$ cat config.mk
export PLATFORM = sky130hd
export DESIGN_NAME = axil_world_gate
export DESIGN_NICKNAME = d
export VERILOG_FILES = /design/src/rtl/sec_gate_pkg.sv /design/src/rtl/sec_region_rule.sv /design/src/rtl/sec_deny_counter.sv /design/src/rtl/sec_wr_path.sv /design/src/rtl/sec_rd_path.sv /design/src/rtl/axil_world_gate.sv
export SDC_FILE = /design/constraint.sdc
export NUM_CORES = 1
export LEC_CHECK = 0
export ABC_AREA = 0
export ABC_CLOCK_PERIOD_IN_PS = 3500
export BUFFER_PORTS_ARGS = -buffer_cell sky130_fd_sc_hd__buf_2
export CORE_AREA = 2 2 153 155
export DETAILED_ROUTE_END_ITERATION = 6
export DIE_AREA = 0 0 155 157
export GPL_ROUTABILITY_DRIVEN = 0
export GPL_TIMING_DRIVEN = 0
export PLACE_DENSITY = 0.59
export SYNTH_ARGS = -nofsm -noshare
export SYNTH_HDL_FRONTEND = slang
export SYNTH_SLANG_ARGS = --single-unit
$ cat constraint.sdc
create_clock -name clk -period 3.5 [get_ports clk]
set_input_delay 0.525 -clock clk [delete_from_list [all_inputs] [get_ports clk]]
set_output_delay 0.525 -clock clk [all_outputs]
set_load 0.1 [all_outputs]
$ cat src/rtl/sec_gate_pkg.sv
package sec_gate_pkg;
  typedef logic [1:0] axi_resp_t;
  localparam axi_resp_t RESP_OKAY   = 2'b00;
  localparam axi_resp_t RESP_SLVERR = 2'b10;
  localparam axi_resp_t RESP_DECERR = 2'b11;

  function automatic axi_resp_t refusal_code(input logic use_decerr);
    return use_decerr ? RESP_DECERR : RESP_SLVERR;
  endfunction
endpackage

$ cat src/rtl/sec_region_rule.sv
// Maps a region field and a non-secure flag to a permit decision.
module sec_region_rule #(
  parameter int NR = 4,
  parameter int IDX_W = 2,
  parameter logic [NR-1:0] SECURE_MAP = '0
) (
  input  logic [IDX_W-1:0] region_field,
  input  logic             ns_flag,
  output logic [IDX_W-1:0] region_idx,
  output logic             permit
);
  always_comb begin
    region_idx = region_field;
    permit     = !ns_flag || !SECURE_MAP[region_field];
  end
endmodule

$ cat src/rtl/sec_deny_counter.sv
// Saturating count of refused transactions from both paths.
module sec_deny_counter #(
  parameter int CNT_W = 8
) (
  input  logic             clk,
  input  logic             rst,
  input  logic             inc_wr,
  input  logic             inc_rd,
  output logic [CNT_W-1:0] count
);
  logic [CNT_W:0] sum;

  always_comb sum = {1'b0, count} + (CNT_W+1)'(inc_wr) + (CNT_W+1)'(inc_rd);

  always_ff @(posedge clk) begin
    if (rst)            count <= '0;
    else if (sum[CNT_W]) count <= '1;
    else                count <= sum[CNT_W-1:0];
  end

  // the count never goes down
  a_r8_count_monotonic: assert property (@(posedge clk) disable iff (rst)
    1'b1 |=> count >= $past(count));
  // a refusal moves the count up unless it is already at its ceiling
  a_r8_count_steps: assert property (@(posedge clk) disable iff (rst)
    (inc_wr || inc_rd) && (count != '1) |=> count != $past(count));
endmodule

$ cat src/rtl/sec_wr_path.sv
module sec_wr_path
  import sec_gate_pkg::*;
#(
  parameter int NR = 4,
  parameter int ADDR_W = 16,
  parameter int DATA_W = 32,
  parameter int IDX_W = 2,
  localparam int STRB_W = DATA_W / 8
) (
  input  logic              clk,
  input  logic              rst,
  input  logic [ADDR_W-1:0] m_awaddr,
  input  logic [2:0]        m_awprot,
  input  logic              m_awvalid,
  output logic              m_awready,
  input  logic [DATA_W-1:0] m_wdata,
  input  logic [STRB_W-1:0] m_wstrb,
  input  logic              m_wvalid,
  output logic              m_wready,
  output axi_resp_t         m_bresp,
  output logic              m_bvalid,
  input  logic              m_bready,
  input  logic [IDX_W-1:0]  req_idx,
  input  logic              req_permit,
  input  axi_resp_t         deny_code,
  output logic [ADDR_W-1:0] s_awaddr,
  output logic [2:0]        s_awprot,
  output logic [NR-1:0]     s_awvalid,
  input  logic [NR-1:0]     s_awready,
  output logic [DATA_W-1:0] s_wdata,
  output logic [STRB_W-1:0] s_wstrb,
  output logic [NR-1:0]     s_wvalid,
  input  logic [NR-1:0]     s_wready,
  input  logic [2*NR-1:0]   s_bresp,
  input  logic [NR-1:0]     s_bvalid,
  output logic [NR-1:0]     s_bready,
  output logic              deny_pulse
);
  typedef enum logic [2:0] {W_ADDR, W_DATA, W_SLAVE, W_SLVB, W_RESP} wr_state_t;
  wr_state_t state;

  logic [IDX_W-1:0]  idx_q;
  logic              permit_q, aw_done, w_done;
  logic [ADDR_W-1:0] addr_q;
  logic [2:0]        prot_q;
  logic [DATA_W-1:0] data_q;
  logic [STRB_W-1:0] strb_q;
  axi_resp_t         code_q, resp_q;
  logic              aw_ok, w_ok;

  always_comb begin
    aw_ok = aw_done || s_awready[idx_q];
    w_ok  = w_done  || s_wready[idx_q];
  end

  always_ff @(posedge clk) begin
    if (rst) begin
      state <= W_ADDR;
      idx_q <= '0; permit_q <= 1'b0; aw_done <= 1'b0; w_done <= 1'b0;
      addr_q <= '0; prot_q <= '0; data_q <= '0; strb_q <= '0;
      code_q <= RESP_OKAY; resp_q <= RESP_OKAY;
    end else begin
      case (state)
        W_ADDR: if (m_awvalid) begin
          addr_q   <= m_awaddr;
          prot_q   <= m_awprot;
          idx_q    <= req_idx;
          permit_q <= req_permit;
          code_q   <= deny_code;
          state    <= W_DATA;
        end
        W_DATA: if (m_wvalid) begin
          data_q  <= m_wdata;
          strb_q  <= m_wstrb;
          aw_done <= 1'b0;
          w_done  <= 1'b0;
          if (permit_q) state <= W_SLAVE;
          else begin
            resp_q <= code_q;
            state  <= W_RESP;
          end
        end
        W_SLAVE: begin
          if (s_awready[idx_q]) aw_done <= 1'b1;
          if (s_wready[idx_q])  w_done  <= 1'b1;
          if (aw_ok && w_ok) state <= W_SLVB;
        end
        W_SLVB: if (s_bvalid[idx_q]) begin
          resp_q <= s_bresp[{idx_q, 1'b0} +: 2];
          state  <= W_RESP;
        end
        W_RESP: if (m_bready) state <= W_ADDR;
        default: state <= W_ADDR;
      endcase
    end
  end

  always_comb begin
    m_awready  = (state == W_ADDR);
    m_wready   = (state == W_DATA);
    m_bvalid   = (state == W_RESP);
    m_bresp    = resp_q;
    s_awaddr   = addr_q;
    s_awprot   = prot_q;
    s_wdata    = data_q;
    s_wstrb    = strb_q;
    s_awvalid  = (state == W_SLAVE && !aw_done) ? (NR'(1) << idx_q) : '0;
    s_wvalid   = (state == W_SLAVE && !w_done)  ? (NR'(1) << idx_q) : '0;
    s_bready   = (state == W_SLVB) ? (NR'(1) << idx_q) : '0;
    deny_pulse = (state == W_DATA) && m_wvalid && !permit_q;
  end

  // a refused write is answered with an error code on the next cycle
  a_r4_refused_write_errors: assert property (@(posedge clk) disable iff (rst)
    deny_pulse |=> m_bvalid && (m_bresp == RESP_SLVERR || m_bresp == RESP_DECERR));
  // the write response is held until the master takes it
  a_r6_bresp_held: assert property (@(posedge clk) disable iff (rst)
    m_bvalid && !m_bready |=> m_bvalid && $stable(m_bresp));
  // at most one region sees a write address at a time
  a_r3_aw_single_target: assert property (@(posedge clk) disable iff (rst)
    $onehot0(s_awvalid));
endmodule

$ cat src/rtl/sec_rd_path.sv
module sec_rd_path
  import sec_gate_pkg::*;
#(
  parameter int NR = 4,
  parameter int ADDR_W = 16,
  parameter int DATA_W = 32,
  parameter int IDX_W = 2
) (
  input  logic               clk,
  input  logic               rst,
  input  logic [ADDR_W-1:0]  m_araddr,
  input  logic [2:0]         m_arprot,
  input  logic               m_arvalid,
  output logic               m_arready,
  output logic [DATA_W-1:0]  m_rdata,
  output axi_resp_t          m_rresp,
  output logic               m_rvalid,
  input  logic               m_rready,
  input  logic [IDX_W-1:0]   req_idx,
  input  logic               req_permit,
  input  axi_resp_t          deny_code,
  output logic [ADDR_W-1:0]  s_araddr,
  output logic [2:0]         s_arprot,
  output logic [NR-1:0]      s_arvalid,
  input  logic [NR-1:0]      s_arready,
  input  logic [DATA_W*NR-1:0] s_rdata,
  input  logic [2*NR-1:0]    s_rresp,
  input  logic [NR-1:0]      s_rvalid,
  output logic [NR-1:0]      s_rready,
  output logic               deny_pulse
);
  typedef enum logic [1:0] {R_ADDR, R_SLAVE, R_SLVR, R_RESP} rd_state_t;
  rd_state_t state;

  logic [IDX_W-1:0]  idx_q;
  logic [ADDR_W-1:0] addr_q;
  logic [2:0]        prot_q;
  logic [DATA_W-1:0] data_q;
  axi_resp_t         resp_q;

  always_ff @(posedge clk) begin
    if (rst) begin
      state <= R_ADDR;
      idx_q <= '0; addr_q <= '0; prot_q <= '0; data_q <= '0; resp_q <= RESP_OKAY;
    end else begin
      case (state)
        R_ADDR: if (m_arvalid) begin
          addr_q <= m_araddr;
          prot_q <= m_arprot;
          idx_q  <= req_idx;
          if (req_permit) state <= R_SLAVE;
          else begin
            data_q <= '0;
            resp_q <= deny_code;
            state  <= R_RESP;
          end
        end
        R_SLAVE: if (s_arready[idx_q]) state <= R_SLVR;
        R_SLVR: if (s_rvalid[idx_q]) begin
          data_q <= s_rdata[int'(idx_q)*DATA_W +: DATA_W];
          resp_q <= s_rresp[{idx_q, 1'b0} +: 2];
          state  <= R_RESP;
        end
        R_RESP: if (m_rready) state <= R_ADDR;
        default: state <= R_ADDR;
      endcase
    end
  end

  always_comb begin
    m_arready  = (state == R_ADDR);
    m_rvalid   = (state == R_RESP);
    m_rdata    = data_q;
    m_rresp    = resp_q;
    s_araddr   = addr_q;
    s_arprot   = prot_q;
    s_arvalid  = (state == R_SLAVE) ? (NR'(1) << idx_q) : '0;
    s_rready   = (state == R_SLVR)  ? (NR'(1) << idx_q) : '0;
    deny_pulse = (state == R_ADDR) && m_arvalid && !req_permit;
  end

  // a refused read returns zero data with an error code
  a_r5_refused_read_zero: assert property (@(posedge clk) disable iff (rst)
    deny_pulse |=> m_rvalid && (m_rdata == '0) && m_rresp[1]);
  // the read response is held until the master takes it
  a_r6_rresp_held: assert property (@(posedge clk) disable iff (rst)
    m_rvalid && !m_rready |=> m_rvalid && $stable(m_rresp) && $stable(m_rdata));
endmodule

$ cat src/rtl/axil_world_gate.sv
module axil_world_gate
  import sec_gate_pkg::*;
#(
  parameter int ADDR_W = 16,
  parameter int DATA_W = 32,
  parameter int NR = 4,
  parameter int REGION_LSB = 12,
  parameter logic [NR-1:0] SECURE_MAP = 4'b0101,
  parameter int CNT_W = 8,
  localparam int IDX_W = (NR > 1) ? $clog2(NR) : 1,
  localparam int STRB_W = DATA_W / 8
) (
  input  logic                 clk,
  input  logic                 rst,
  input  logic                 deny_use_decerr,
  input  logic [ADDR_W-1:0]    m_awaddr,
  input  logic [2:0]           m_awprot,
  input  logic                 m_awvalid,
  output logic                 m_awready,
  input  logic [DATA_W-1:0]    m_wdata,
  input  logic [STRB_W-1:0]    m_wstrb,
  input  logic                 m_wvalid,
  output logic                 m_wready,
  output logic [1:0]           m_bresp,
  output logic                 m_bvalid,
  input  logic                 m_bready,
  input  logic [ADDR_W-1:0]    m_araddr,
  input  logic [2:0]           m_arprot,
  input  logic                 m_arvalid,
  output logic                 m_arready,
  output logic [DATA_W-1:0]    m_rdata,
  output logic [1:0]           m_rresp,
  output logic                 m_rvalid,
  input  logic                 m_rready,
  output logic [ADDR_W-1:0]    s_awaddr,
  output logic [2:0]           s_awprot,
  output logic [NR-1:0]        s_awvalid,
  input  logic [NR-1:0]        s_awready,
  output logic [DATA_W-1:0]    s_wdata,
  output logic [STRB_W-1:0]    s_wstrb,
  output logic [NR-1:0]        s_wvalid,
  input  logic [NR-1:0]        s_wready,
  input  logic [2*NR-1:0]      s_bresp,
  input  logic [NR-1:0]        s_bvalid,
  output logic [NR-1:0]        s_bready,
  output logic [ADDR_W-1:0]    s_araddr,
  output logic [2:0]           s_arprot,
  output logic [NR-1:0]        s_arvalid,
  input  logic [NR-1:0]        s_arready,
  input  logic [DATA_W*NR-1:0] s_rdata,
  input  logic [2*NR-1:0]      s_rresp,
  input  logic [NR-1:0]        s_rvalid,
  output logic [NR-1:0]        s_rready,
  output logic [CNT_W-1:0]     deny_count
);
  logic [IDX_W-1:0] wr_idx, rd_idx;
  logic             wr_permit, rd_permit, wr_deny, rd_deny;
  axi_resp_t        code;

  always_comb code = refusal_code(deny_use_decerr);

  sec_region_rule #(.NR(NR), .IDX_W(IDX_W), .SECURE_MAP(SECURE_MAP)) u_wr_rule (
    .region_field(m_awaddr[REGION_LSB +: IDX_W]), .ns_flag(m_awprot[1]),
    .region_idx(wr_idx), .permit(wr_permit));

  sec_region_rule #(.NR(NR), .IDX_W(IDX_W), .SECURE_MAP(SECURE_MAP)) u_rd_rule (
    .region_field(m_araddr[REGION_LSB +: IDX_W]), .ns_flag(m_arprot[1]),
    .region_idx(rd_idx), .permit(rd_permit));

  sec_wr_path #(.NR(NR), .ADDR_W(ADDR_W), .DATA_W(DATA_W), .IDX_W(IDX_W)) u_wr (
    .clk, .rst,
    .m_awaddr, .m_awprot, .m_awvalid, .m_awready,
    .m_wdata, .m_wstrb, .m_wvalid, .m_wready,
    .m_bresp, .m_bvalid, .m_bready,
    .req_idx(wr_idx), .req_permit(wr_permit), .deny_code(code),
    .s_awaddr, .s_awprot, .s_awvalid, .s_awready,
    .s_wdata, .s_wstrb, .s_wvalid, .s_wready,
    .s_bresp, .s_bvalid, .s_bready,
    .deny_pulse(wr_deny));

  sec_rd_path #(.NR(NR), .ADDR_W(ADDR_W), .DATA_W(DATA_W), .IDX_W(IDX_W)) u_rd (
    .clk, .rst,
    .m_araddr, .m_arprot, .m_arvalid, .m_arready,
    .m_rdata, .m_rresp, .m_rvalid, .m_rready,
    .req_idx(rd_idx), .req_permit(rd_permit), .deny_code(code),
    .s_araddr, .s_arprot, .s_arvalid, .s_arready,
    .s_rdata, .s_rresp, .s_rvalid, .s_rready,
    .deny_pulse(rd_deny));

  sec_deny_counter #(.CNT_W(CNT_W)) u_cnt (
    .clk, .rst, .inc_wr(wr_deny), .inc_rd(rd_deny), .count(deny_count));

  // a non-secure write never reaches a secure region
  a_r3_no_secure_write_fwd: assert property (@(posedge clk) disable iff (rst)
    (|(s_awvalid | s_wvalid)) |-> !(s_awprot[1] && |((s_awvalid | s_wvalid) & SECURE_MAP)));
  // a non-secure read never reaches a secure region
  a_r3_no_secure_read_fwd: assert property (@(posedge clk) disable iff (rst)
    (|s_arvalid) |-> !(s_arprot[1] && |(s_arvalid & SECURE_MAP)));
endmodule

==> results_dict.tcl <==
set metrics [dict create \
    cts_setup_buffers 0 \
    post-route-min-period_ns 3.212 \
    fin_crit_sh_pct 91.76 \
    routed-wl-met3_mm 1.651 \
    setup_viol 0 \
    synthTopCellsByArea "dfxtp_1 43%, mux4_2 15%, a21oi_1 10%" \
    grt_max_degree 17 \
    top_layer "met4" \
    root_buffer "clkbuf_16" \
    drive_above_1_share_pct 43.41 \
    num_antenna_cells 0 \
    syn_area_um2 5958 \
    syn_inst 672 \
    rsz0062_at_grt "false" \
    crit_chain "clkbuf_1 -> nand4bb_1 -> clkbuf_1 -> clkbuf_1 -> nor2_1 -> fa_1 -> and4_1 -> and3_1 -> or2_2 -> a21oi_1" \
    wl_per_cell_um 16.82 \
    die_h_um 157 \
    hold_depth 3 \
    dp.cells 1345 \
    grt_usage_pct 18.43 \
    routed_wl_mm 23.16 \
    crit_fanout 10 \
    fin_cells 1377 \
    clock_path_buffers 2 \
    drt-pass1-iter-count 5 \
    synth_warnings 0 \
    ant_nets 0 \
    via_count 6443 \
    nNetsFinal 1331 \
    crit_path_start_kind "flip-flop" \
    worstHoldPathType "input pin to flip-flop" \
    vdd_drop_max_mv 0.4736 \
    status "finished clean" \
    p_leak_nw 4.073 \
    max_freq_mhz 311.4 \
    start_util_pct 26.48 \
    drc 0 \
    maxCapViolations 0 \
    post-route-util_pct 39.62 \
    final_cell_mix "396 x buf_2, 155 x nand2_1, 128 x dfxtp_1, 121 x a21oi_1, 39 x mux4_2" \
    post_cts_resized 0 \
    slowest_delay_ns 0.45 \
    coreArea_um2 22500 \
    syn-num-nets 924 \
    crit_slowest_cell "fa_1" \
    wl_met1_mm 9.299 \
    cp.arrival_ns 3.55 \
    antenna_found_initial 1 \
    min_from "m_wdata[11]" \
    powerDensity_nw_per_um2 673.0 \
    avgSynthCellArea_um2 8.866 \
    die_x_um 155 \
    grt_pass1_wl_mm 34.13 \
    path_buf_inv 3 \
    min_to "u_wr.s_wdata[11]" \
    drtIter0Drc 249 \
    yosysTopAreaCellShare_pct 43.01 \
    ioPinCount 389 \
    hold_slack_ns 0.3442 \
    crit_path_frequent_cell "clkbuf_1" \
    die-area_um2 24340 \
    multi_input_area_um2 3143 \
    numPortBuffers 388 \
    cts_tree "done" \
    end_kind "flip-flop" \
    maxSlewViolCount 0 \
    met2_length_mm 11.88 \
    crit_family "buffers and inverters" \
    ys_types 42 \
    rr_startpoint "u_wr.state[2]" \
    reg2reg_slack_ns 0.29 \
    reg2reg_depth 10 \
    critPathRequiredTime_ns 3.84 \
    final_common_cell "buf_2" \
    clock_latency_ns 0.41 \
    grt_pass1_vias 6187 \
    reg2reg_to "u_cnt.count[5]" \
    slew_headroom_pct 38.41 \
    cts_hold_buf 0 \
    hold_viol_final 0 \
    seq_area_um2 2562 \
    ys_seq_area_share_pct 43.01 \
    grt-ovfl-total 0 \
    cts.clk_slew.worst_paths_ns 0.06 \
    htree_num_levels 4 \
    cts_sinks 128 \
    nFillCells 2398 \
    skew_ns 0.01045 \
    worst_slew_pin_slew_ns 0.9239 \
    synth_seq_cells 128 \
    cts_made_buffers 17 \
    rows 55 \
    syn_to_final_growth_pct 49.62 \
    viasPerCell 4.679 \
    dpl.hpwl_mm 18.86 \
    worst-setup-path-type "flip-flop to flip-flop" \
    synth_largest_area_cell "dfxtp_1" \
]
[power by group]
part           internal, W  switching, W  leakage, nW
clock              0.00129      0.000681        0.315
combinational     0.000604       0.00176         2.72
sequential         0.00159     0.0000735         1.04
[registers in the layout (all words and copies together) (netlist names), 2 cells and up]
name,cells
u_cnt.count,8
u_rd.s_araddr,15
u_wr.state,3
u_wr.code_q,2
u_wr.s_wstrb,4
u_rd.state,2
u_rd.s_arprot,3
u_wr.s_awprot,3
u_rd.m_rresp,2
u_wr.s_wdata,32
u_wr.m_bresp,2
u_rd.m_rdata,32
u_wr.s_awaddr,16
[routing by layer]
| metal | vias to the layer above | global-route usage (%) |
|---|---|---|
| li1 | 3146 | - |
| met2 | 286 | 33.76 |
| met1 | 2991 | 21.47 |
| met4 | 0 | 5.291 |
| met3 | 20 | 4.240 |
| met5 | - | 0 |
[per-stage QoR]
step                      total power (W)  worst slack, ns  area [um^2]  setup TNS (ns)
after detailed placement         0.004072           0.3182         8262               0
after floorplan                  0.003521          -0.1595         5963         -0.4785
after global routing             0.006290          0.01180         8915               0
final                            0.006000           0.2884         8915               0
after CTS                        0.006081           0.2925         8915               0
after global placement           0.004063           0.2602         8262               0
[worst max-delay path by stage]
stage / startpoint / to / slack (ns) / cells after the start
detailed placement: u_wr.state[2] / u_cnt.count[5] / 0.32 / 10
finish: u_wr.state[2] / u_cnt.count[5] / 0.29 / 10
global route: u_wr.state[2] / u_cnt.count[5] / 0.01 / 10
floorplan: u_wr.s_awaddr[12] / s_awvalid[0] / -0.16 / 2
global placement: u_wr.state[2] / u_cnt.count[5] / 0.26 / 10
CTS: u_wr.state[2] / u_cnt.count[5] / 0.29 / 10
[cells in the mapped netlist]
library cell and instances:
dfxtp_1 128, mux4_2 39, fa_1 1, nand4b_1 1, a21o_1 1, a31oi_1 1
or2_2 1, xnor2_1 2, o22ai_1 2, nand4bb_1 1, nand3_1 36, a2bb2oi_1 1
a311oi_1 1, a211oi_1 2, and2_0 1, mux2i_1 8, nor3b_1 3, xor2_1 1
a31o_2 1, inv_1 9, ha_1 5, nand2_1 155, a222oi_1 2, and4_1 1
mux2_2 3, and2_1 6, a41o_1 1, nand2b_1 38, nor4_1 1, and3_1 4
nor2_1 21, buf_4 3, clkbuf_1 35, nor3_1 8, buf_2 8, and3b_1 2
nor2b_1 6, buf_1 8, or4_1 1, a22oi_1 1, a21oi_1 121, or3_1 2
[worst register-to-register path, cell delays in order (launching register included)]
cell and delay, ns:
dfxtp_1 0.30, clkbuf_1 0.31, nand4bb_1 0.24, clkbuf_1 0.40, clkbuf_1 0.45, nor2_1 0.12, fa_1 0.45, and4_1 0.22
and3_1 0.24, or2_2 0.30, a21oi_1 0.13
[layout make-up]
class                      instances  share of cell area (%)
multi-input combinational        481                   35.26
sequential                       128                   28.74
timing repair buffer             388                   21.78
clock buffer                      20                   5.011
tap                              285                   4.000
buffer                            54                   2.512
clock inverter                    12                   2.316
inverter                           9                  0.3789
[logic make-up (layout without fill, tap and decap cells)]
logic type      Yosys count  after routing  synth area share (%)
mux                      50             50                 16.65
compound gates          134            134                 11.93
fa+ha+maj                 6              6                 1.386
xor+xnor                  3              3                0.4411
buf+inv                  63            483                 4.326
simple gates            288            288                 22.26
flops                   128            128                 43.01
(Power assumes the default switching activity.)
